--- src/rtl/pmc_pkg.sv ---
package pmc_pkg;

  typedef enum logic [1:0] {
    MODE_RUN   = 2'd0,
    MODE_IDLE  = 2'd1,
    MODE_SLEEP = 2'd2
  } mode_e;

  typedef enum logic [2:0] {
    ST_RUN   = 3'd0,
    ST_IDLE  = 3'd1,
    ST_SLEEP = 3'd2,
    ST_R2I   = 3'd3,
    ST_I2R   = 3'd4,
    ST_R2S   = 3'd5,
    ST_S2R   = 3'd6
  } state_e;

  typedef enum logic [1:0] {
    GO_NONE  = 2'd0,
    GO_IDLE  = 2'd1,
    GO_SLEEP = 2'd2,
    GO_WAKE  = 2'd3
  } go_e;

  function automatic int unsigned max_u(input int unsigned a, input int unsigned b);
    return (a > b) ? a : b;
  endfunction

endpackage

--- src/rtl/pmc_arbiter.sv ---
module pmc_arbiter
  import pmc_pkg::*;
(
  input  state_e state,
  input  logic   idle_req,
  input  logic   sleep_req,
  input  logic   wake_evt,
  output go_e    go,
  output logic   defer_sleep
);

  // Only settled modes accept requests; transitions drop everything.
  always_comb begin
    go          = GO_NONE;
    defer_sleep = 1'b0;
    unique case (state)
      ST_RUN: begin
        if (sleep_req)     go = GO_SLEEP;
        else if (idle_req) go = GO_IDLE;
      end
      ST_IDLE: begin
        if (wake_evt) begin
          go = GO_WAKE;
        end else if (sleep_req) begin
          go          = GO_WAKE;
          defer_sleep = 1'b1;
        end
      end
      ST_SLEEP: begin
        if (wake_evt) go = GO_WAKE;
      end
      default: go = GO_NONE;
    endcase
  end

endmodule

--- src/rtl/pmc_latency_timer.sv ---
module pmc_latency_timer #(
  parameter int unsigned CW = 8
) (
  input  logic          clk,
  input  logic          rst_n,
  input  logic          load,
  input  logic [CW-1:0] load_val,
  output logic          done
);

  logic [CW-1:0] cnt_q;
  logic [CW-1:0] cnt_d;
  logic          cnt_en;

  always_comb begin
    cnt_en = load || (cnt_q != '0);
    if (load) cnt_d = load_val;
    else      cnt_d = cnt_q - CW'(1);
  end

  always_ff @(posedge clk or negedge rst_n) begin
    if (!rst_n)      cnt_q <= '0;
    else if (cnt_en) cnt_q <= cnt_d;
  end

  assign done = (cnt_q == '0);

endmodule

--- src/rtl/pmc_energy_acc.sv ---
module pmc_energy_acc #(
  parameter int unsigned EW = 32,
  parameter int unsigned WW = 16
) (
  input  logic          clk,
  input  logic          rst_n,
  input  logic [WW-1:0] weight,
  output logic [EW-1:0] energy
);

  logic [EW-1:0] acc_q;
  logic [EW-1:0] acc_d;
  logic [EW:0]   sum;
  logic          acc_en;

  always_comb begin
    sum    = {1'b0, acc_q} + (EW+1)'(weight);
    acc_en = (acc_q != {EW{1'b1}});
    if (sum[EW]) acc_d = {EW{1'b1}};
    else         acc_d = sum[EW-1:0];
  end

  always_ff @(posedge clk or negedge rst_n) begin
    if (!rst_n)      acc_q <= '0;
    else if (acc_en) acc_q <= acc_d;
  end

  assign energy = acc_q;

endmodule

--- src/rtl/pwr_mode_ctrl.sv ---
module pwr_mode_ctrl
  import pmc_pkg::*;
#(
  parameter int unsigned LAT_R2I = 500,
  parameter int unsigned LAT_I2R = 500,
  parameter int unsigned LAT_R2S = 4500,
  parameter int unsigned LAT_S2R = 8000000,
  parameter int unsigned W_RUN   = 2500,
  parameter int unsigned W_IDLE  = 313,
  parameter int unsigned W_SLEEP = 1,
  parameter int unsigned EW      = 32,
  parameter int unsigned WW      = 16
) (
  input  logic          clk,
  input  logic          rst_n,
  input  logic          idle_req,
  input  logic          sleep_req,
  input  logic          wake_evt,
  output logic          core_clk_en,
  output logic          pwr_down,
  output logic [1:0]    mode,
  output logic          busy,
  output logic [EW-1:0] energy
);

  localparam int unsigned LAT_MAX = max_u(max_u(LAT_R2I, LAT_I2R), max_u(LAT_R2S, LAT_S2R));
  localparam int unsigned CW      = $clog2(LAT_MAX) + 1;
  localparam int unsigned W_T_RI  = max_u(W_RUN, W_IDLE);
  localparam int unsigned W_T_RS  = max_u(W_RUN, W_SLEEP);

  state_e        state_q, state_d;
  logic          pend_q, pend_d;
  go_e           go;
  logic          defer_sleep;
  logic          t_load;
  logic [CW-1:0] t_val;
  logic          t_done;
  logic [WW-1:0] weight;
  mode_e         mode_dec;

  pmc_arbiter u_arb (
    .state       (state_q),
    .idle_req    (idle_req),
    .sleep_req   (sleep_req),
    .wake_evt    (wake_evt),
    .go          (go),
    .defer_sleep (defer_sleep)
  );

  pmc_latency_timer #(.CW(CW)) u_tmr (
    .clk      (clk),
    .rst_n    (rst_n),
    .load     (t_load),
    .load_val (t_val),
    .done     (t_done)
  );

  // Next-state logic: a transition lasts LAT cycles, loaded as LAT-1.
  always_comb begin
    state_d = state_q;
    pend_d  = pend_q;
    t_load  = 1'b0;
    t_val   = '0;
    unique case (state_q)
      ST_RUN: begin
        if (go == GO_SLEEP) begin
          state_d = ST_R2S;
          t_load  = 1'b1;
          t_val   = CW'(LAT_R2S - 1);
        end else if (go == GO_IDLE) begin
          state_d = ST_R2I;
          t_load  = 1'b1;
          t_val   = CW'(LAT_R2I - 1);
        end
      end
      ST_IDLE: begin
        if (go == GO_WAKE) begin
          state_d = ST_I2R;
          pend_d  = defer_sleep;
          t_load  = 1'b1;
          t_val   = CW'(LAT_I2R - 1);
        end
      end
      ST_SLEEP: begin
        if (go == GO_WAKE) begin
          state_d = ST_S2R;
          t_load  = 1'b1;
          t_val   = CW'(LAT_S2R - 1);
        end
      end
      ST_R2I: if (t_done) state_d = ST_IDLE;
      ST_I2R: begin
        if (t_done) begin
          if (pend_q) begin
            state_d = ST_R2S;
            pend_d  = 1'b0;
            t_load  = 1'b1;
            t_val   = CW'(LAT_R2S - 1);
          end else begin
            state_d = ST_RUN;
          end
        end
      end
      ST_R2S: if (t_done) state_d = ST_SLEEP;
      ST_S2R: if (t_done) state_d = ST_RUN;
      default: state_d = ST_RUN;
    endcase
  end

  always_ff @(posedge clk or negedge rst_n) begin
    if (!rst_n) begin
      state_q <= ST_RUN;
      pend_q  <= 1'b0;
    end else begin
      state_q <= state_d;
      pend_q  <= pend_d;
    end
  end

  // Output decode from the state register.
  always_comb begin
    unique case (state_q)
      ST_IDLE, ST_I2R:  mode_dec = MODE_IDLE;
      ST_SLEEP, ST_S2R: mode_dec = MODE_SLEEP;
      default:          mode_dec = MODE_RUN;
    endcase
  end

  always_comb begin
    unique case (state_q)
      ST_RUN:         weight = WW'(W_RUN);
      ST_IDLE:        weight = WW'(W_IDLE);
      ST_SLEEP:       weight = WW'(W_SLEEP);
      ST_R2I, ST_I2R: weight = WW'(W_T_RI);
      default:        weight = WW'(W_T_RS);
    endcase
  end

  pmc_energy_acc #(.EW(EW), .WW(WW)) u_acc (
    .clk    (clk),
    .rst_n  (rst_n),
    .weight (weight),
    .energy (energy)
  );

  assign mode        = mode_dec;
  assign core_clk_en = (state_q == ST_RUN);
  assign pwr_down    = (state_q == ST_SLEEP);
  assign busy        = (state_q != ST_RUN) && (state_q != ST_IDLE) && (state_q != ST_SLEEP);

endmodule

--- config.mk ---
export PLATFORM = sky130hd
export DESIGN_NAME = pwr_mode_ctrl
export DESIGN_NICKNAME = d
export VERILOG_FILES = /design/src/rtl/pmc_pkg.sv /design/src/rtl/pmc_arbiter.sv /design/src/rtl/pmc_latency_timer.sv /design/src/rtl/pmc_energy_acc.sv /design/src/rtl/pwr_mode_ctrl.sv
export SDC_FILE = /design/constraint.sdc
export NUM_CORES = 1
export LEC_CHECK = 0
export ABC_AREA = 0
export BUFFER_PORTS_ARGS = -buffer_cell sky130_fd_sc_hd__buf_2
export CAP_MARGIN = 20
export CORE_MARGIN = 3
export CORE_UTILIZATION = 30
export CTS_CLUSTER_SIZE = 10
export DETAILED_ROUTE_END_ITERATION = 8
export GPL_TIMING_DRIVEN = 0
export PLACE_DENSITY = 0.47
export SETUP_SLACK_MARGIN = 0.02
export SLEW_MARGIN = 20
export SYNTH_ARGS = -nofsm -noshare
export SYNTH_HDL_FRONTEND = slang
export SYNTH_SLANG_ARGS = --single-unit
--- constraint.sdc ---
create_clock -name clk -period 3.1 [get_ports clk]
set_input_delay 0.93 -clock clk [delete_from_list [all_inputs] [get_ports clk]]
set_output_delay 0.93 -clock clk [all_outputs]
set_load 0.005 [all_outputs]
==> results.yml <==
placed_design:
  io_buffer_count: 41
  dpl.hpwl_um: 7580
  place_inst: 679
  gp_congestion: 0.813
floorplan:
  fp.dieW_um: 121
  initial_utilization_pct: 31.1
  die_h_um: 121
  core.rowCount: 41
  fp.dieArea_um2: 14600
  core-area_um2: 12800
  io_pins: 42
timing:
  grt_setup_unrepaired: "yes"
  period_share_pct: 95.5
  tightest_slew_ns: 0.639
  setup_viol: 0
  max-slew-margin-rel_pct: 57.0
  timing.final.hold_violations: 0
  slew_violations: 0
  fin_skew_ns: 0.0139
  timing.fmax_mhz: 338
  min_period_ns: 2.96
  fin_tns_setup_ns: 0
layout:
  n_antenna_cell: 0
  area_delta_synth_final_pct: 22.7
  fin_cells: 696
  post_route_cells_drive_above_1_share_pct: 22.1
  final_core_util_pct: 38.1
  final_nets: 533
logic_synthesis:
  postSynthCellCount: 465
  syn_area_um2: 3970
  netlist_top_cells_count: "nand2_1 (63), dfrtp_1 (60), nor2_1 (51)"
  synth.avg_cell_area_um2: 8.54
  synth_most_common_cell: "nand2_1"
  synth_top_cell_area_share_pct: 37.8
  synth_top_area_cell: "dfrtp_1"
  synth_flop_cell: "dfrtp_1"
  synth_nets: 478
  synthArstFlopShare_pct: 100
  seq_area_frac_synth_pct: 37.8
  yosys.cell_types.count: 60
  yosys_warnings: 0
  synth_edf_count: 0
  synthTopCellsByArea: "dfrtp_1 (38%), nand2_1 (6.0%), xnor2_1 (4.9%), nor2_1 (4.8%), o21ai_0 (3.5%)"
  ys_ff_latch: 60
clock_network:
  htree_num_levels: 3
  cts.sinks: 60
  clkTransAtPathRegs_ns: 0.05
  cts_made_buffers: 9
  cts_buffer_depth: 2
  cts_root_buf: "clkbuf_16"
  hold_buffers: 0
  cts_tree: "yes"
  clock_latency_ns: 0.35
detailed_routing:
  ant_nets: 0
  drc: 0
  vias: 3584
  drtPass1Iterations: 4
  wl_per_cell_um: 15.6
  finalWirelength_um: 10800
  drtIter0Drc: 191
  vias_per_cell: 5.15
global_routing:
  overflow: 0
  track_usage_pct: 15.8
  grt_pass1_vias: 3482
  grt_max_degree: 37
  antenna_found_initial: 0
  grt_pass1_wl_um: 18300
worst_setup_path:
  cpMostUsedCell: "a21oi_1"
  worstSetupPathType: "in -> reg"
  slowest_stage: "or3_1"
  start_kind: "input pin"
  crit_required_ns: 3.33
  arrival_ns: 3.19
  cp_max_fo: 5
  worstPathCellList: "buf_2, nor2_1, nand2_1, a21oi_1, a21oi_1, nor2_2, inv_1, ha_1, or3_1, a21oi_1, o22ai_4, a21oi_4, a2111oi_4, a211o_1"
  critical_path.max_stage_delay_ns: 0.38
  end_kind: "flip-flop"
hold_path:
  hold_class: "in -> async"
pwr:
  ir_drop_mv: 0.664
  power_density_nw_per_um2: 1080
  p_leak_nw: 2.10
status:
  status: "finished, final reports clean"
job:
  drv_cap: 0
## metal layers
metal / vias up / global-route usage (%) / part of all wire, %
met5: - / 0 / 0
met4: 0 / 4.67 / 1.3
met3: 12 / 4.29 / 3.8
met1: 1742 / 20.8 / 48
met2: 60 / 25.5 / 47
li1: 1770 / - / -
## placed cells by master (no fill, tap or decap), drive strengths merged, types with 5 or more instances in the layout
cell     n
ha       8
or3     10
dfrtp   60
nand2   63
nand3   16
nor4    12
clkbuf  18
inv     13
o31ai    7
xor2    16
nor2    51
xnor2   22
mux2     7
o21ai   32
and2     5
and3     6
a21oi   27
buf     60
nor3    19
or4      6
nand4    8
a31oi    9
## area by class of cell
class                      instances  area [µm²]
timing repair buffer              47         265
clock buffer                       9         225
tap                              172         215
inverter                          13        48.8
clock inverter                     6        66.3
sequential                        60        1500
buffer                            22         171
multi-input combinational        367        2370
fill                            1336        7910
## critical path: cells and delay by family
kind | cells | cell delay, ns
fa+ha+maj | 1 | 0.25
simple gates | 4 | 0.69
compound gates | 7 | 1.14
buf+inv | 2 | 0.19
## worst paths after layout
kind                                             from                      endpoint  slack [ns]  depth (start not counted)
setup / recovery                            sleep_req        state_q[0]$_DFFE_PN0P_        0.14                         14
hold / removal                                  rst_n    u_tmr.cnt_q[4]$_DFFE_PN0P_        0.49                          1
setup reg to reg           u_tmr.cnt_q[6]$_DFFE_PN0P_        state_q[2]$_DFFE_PN0P_        0.15                          8
hold reg to reg            u_tmr.cnt_q[4]$_DFFE_PN0P_    u_tmr.cnt_q[4]$_DFFE_PN0P_        0.53                          2
max in group asynchronous                       rst_n  u_acc.energy[27]$_DFFE_PN0P_        2.09                          2
min in group clk           u_tmr.cnt_q[4]$_DFFE_PN0P_    u_tmr.cnt_q[4]$_DFFE_PN0P_        0.53                          2
## stage by stage
stage / setup slack [ns] / hold WS [ns] / total power (W) / instance area (µm²)
floorplan: 0.0516 / 0.484 / 0.00326 / 3990
CTS: 0.00419 / 0.503 / 0.00522 / 4810
finish: 0.140 / 0.495 / 0.00527 / 4870
global placement: -0.709 / 0.513 / 0.00395 / 4410
global route: -0.0521 / 0.521 / 0.00572 / 4870
detailed placement: -0.730 / 0.508 / 0.00400 / 4430
## state kept, by name (all words and copies together) (netlist names)
name,cells
state_q,3
u_acc.energy,32
u_tmr.cnt_q,24
pend_q,1
## what timing repair did
action,CTS,global route
buffers inserted,3,2
pin swaps,3,2
setup endpoints to repair,43,35
resized for setup,17,9
gates cloned,0,0
## report_power, final
group	internal [W]	switching, W	total [W]	leakage, nW
Combinational	0.00123	0.00177	0.00300	1.20
Clock	0.000617	0.000402	0.00102	0.134
Sequential	0.00104	0.000219	0.00126	0.768
## logic make-up after synthesis
| group | Yosys count | synth area share, % |
|---|---|---|
| buffers and inverters | 38 | 5.55 |
| muxes | 10 | 2.74 |
| DFF | 60 | 37.8 |
| AOI/OAI and AO/OA | 99 | 16.5 |
| adders and majority gates | 8 | 2.52 |
| and+or+nand+nor | 212 | 26.5 |
| xor gates and xnor gates | 38 | 8.39 |
No activity file was read; power rests on OpenSTA's default activity.
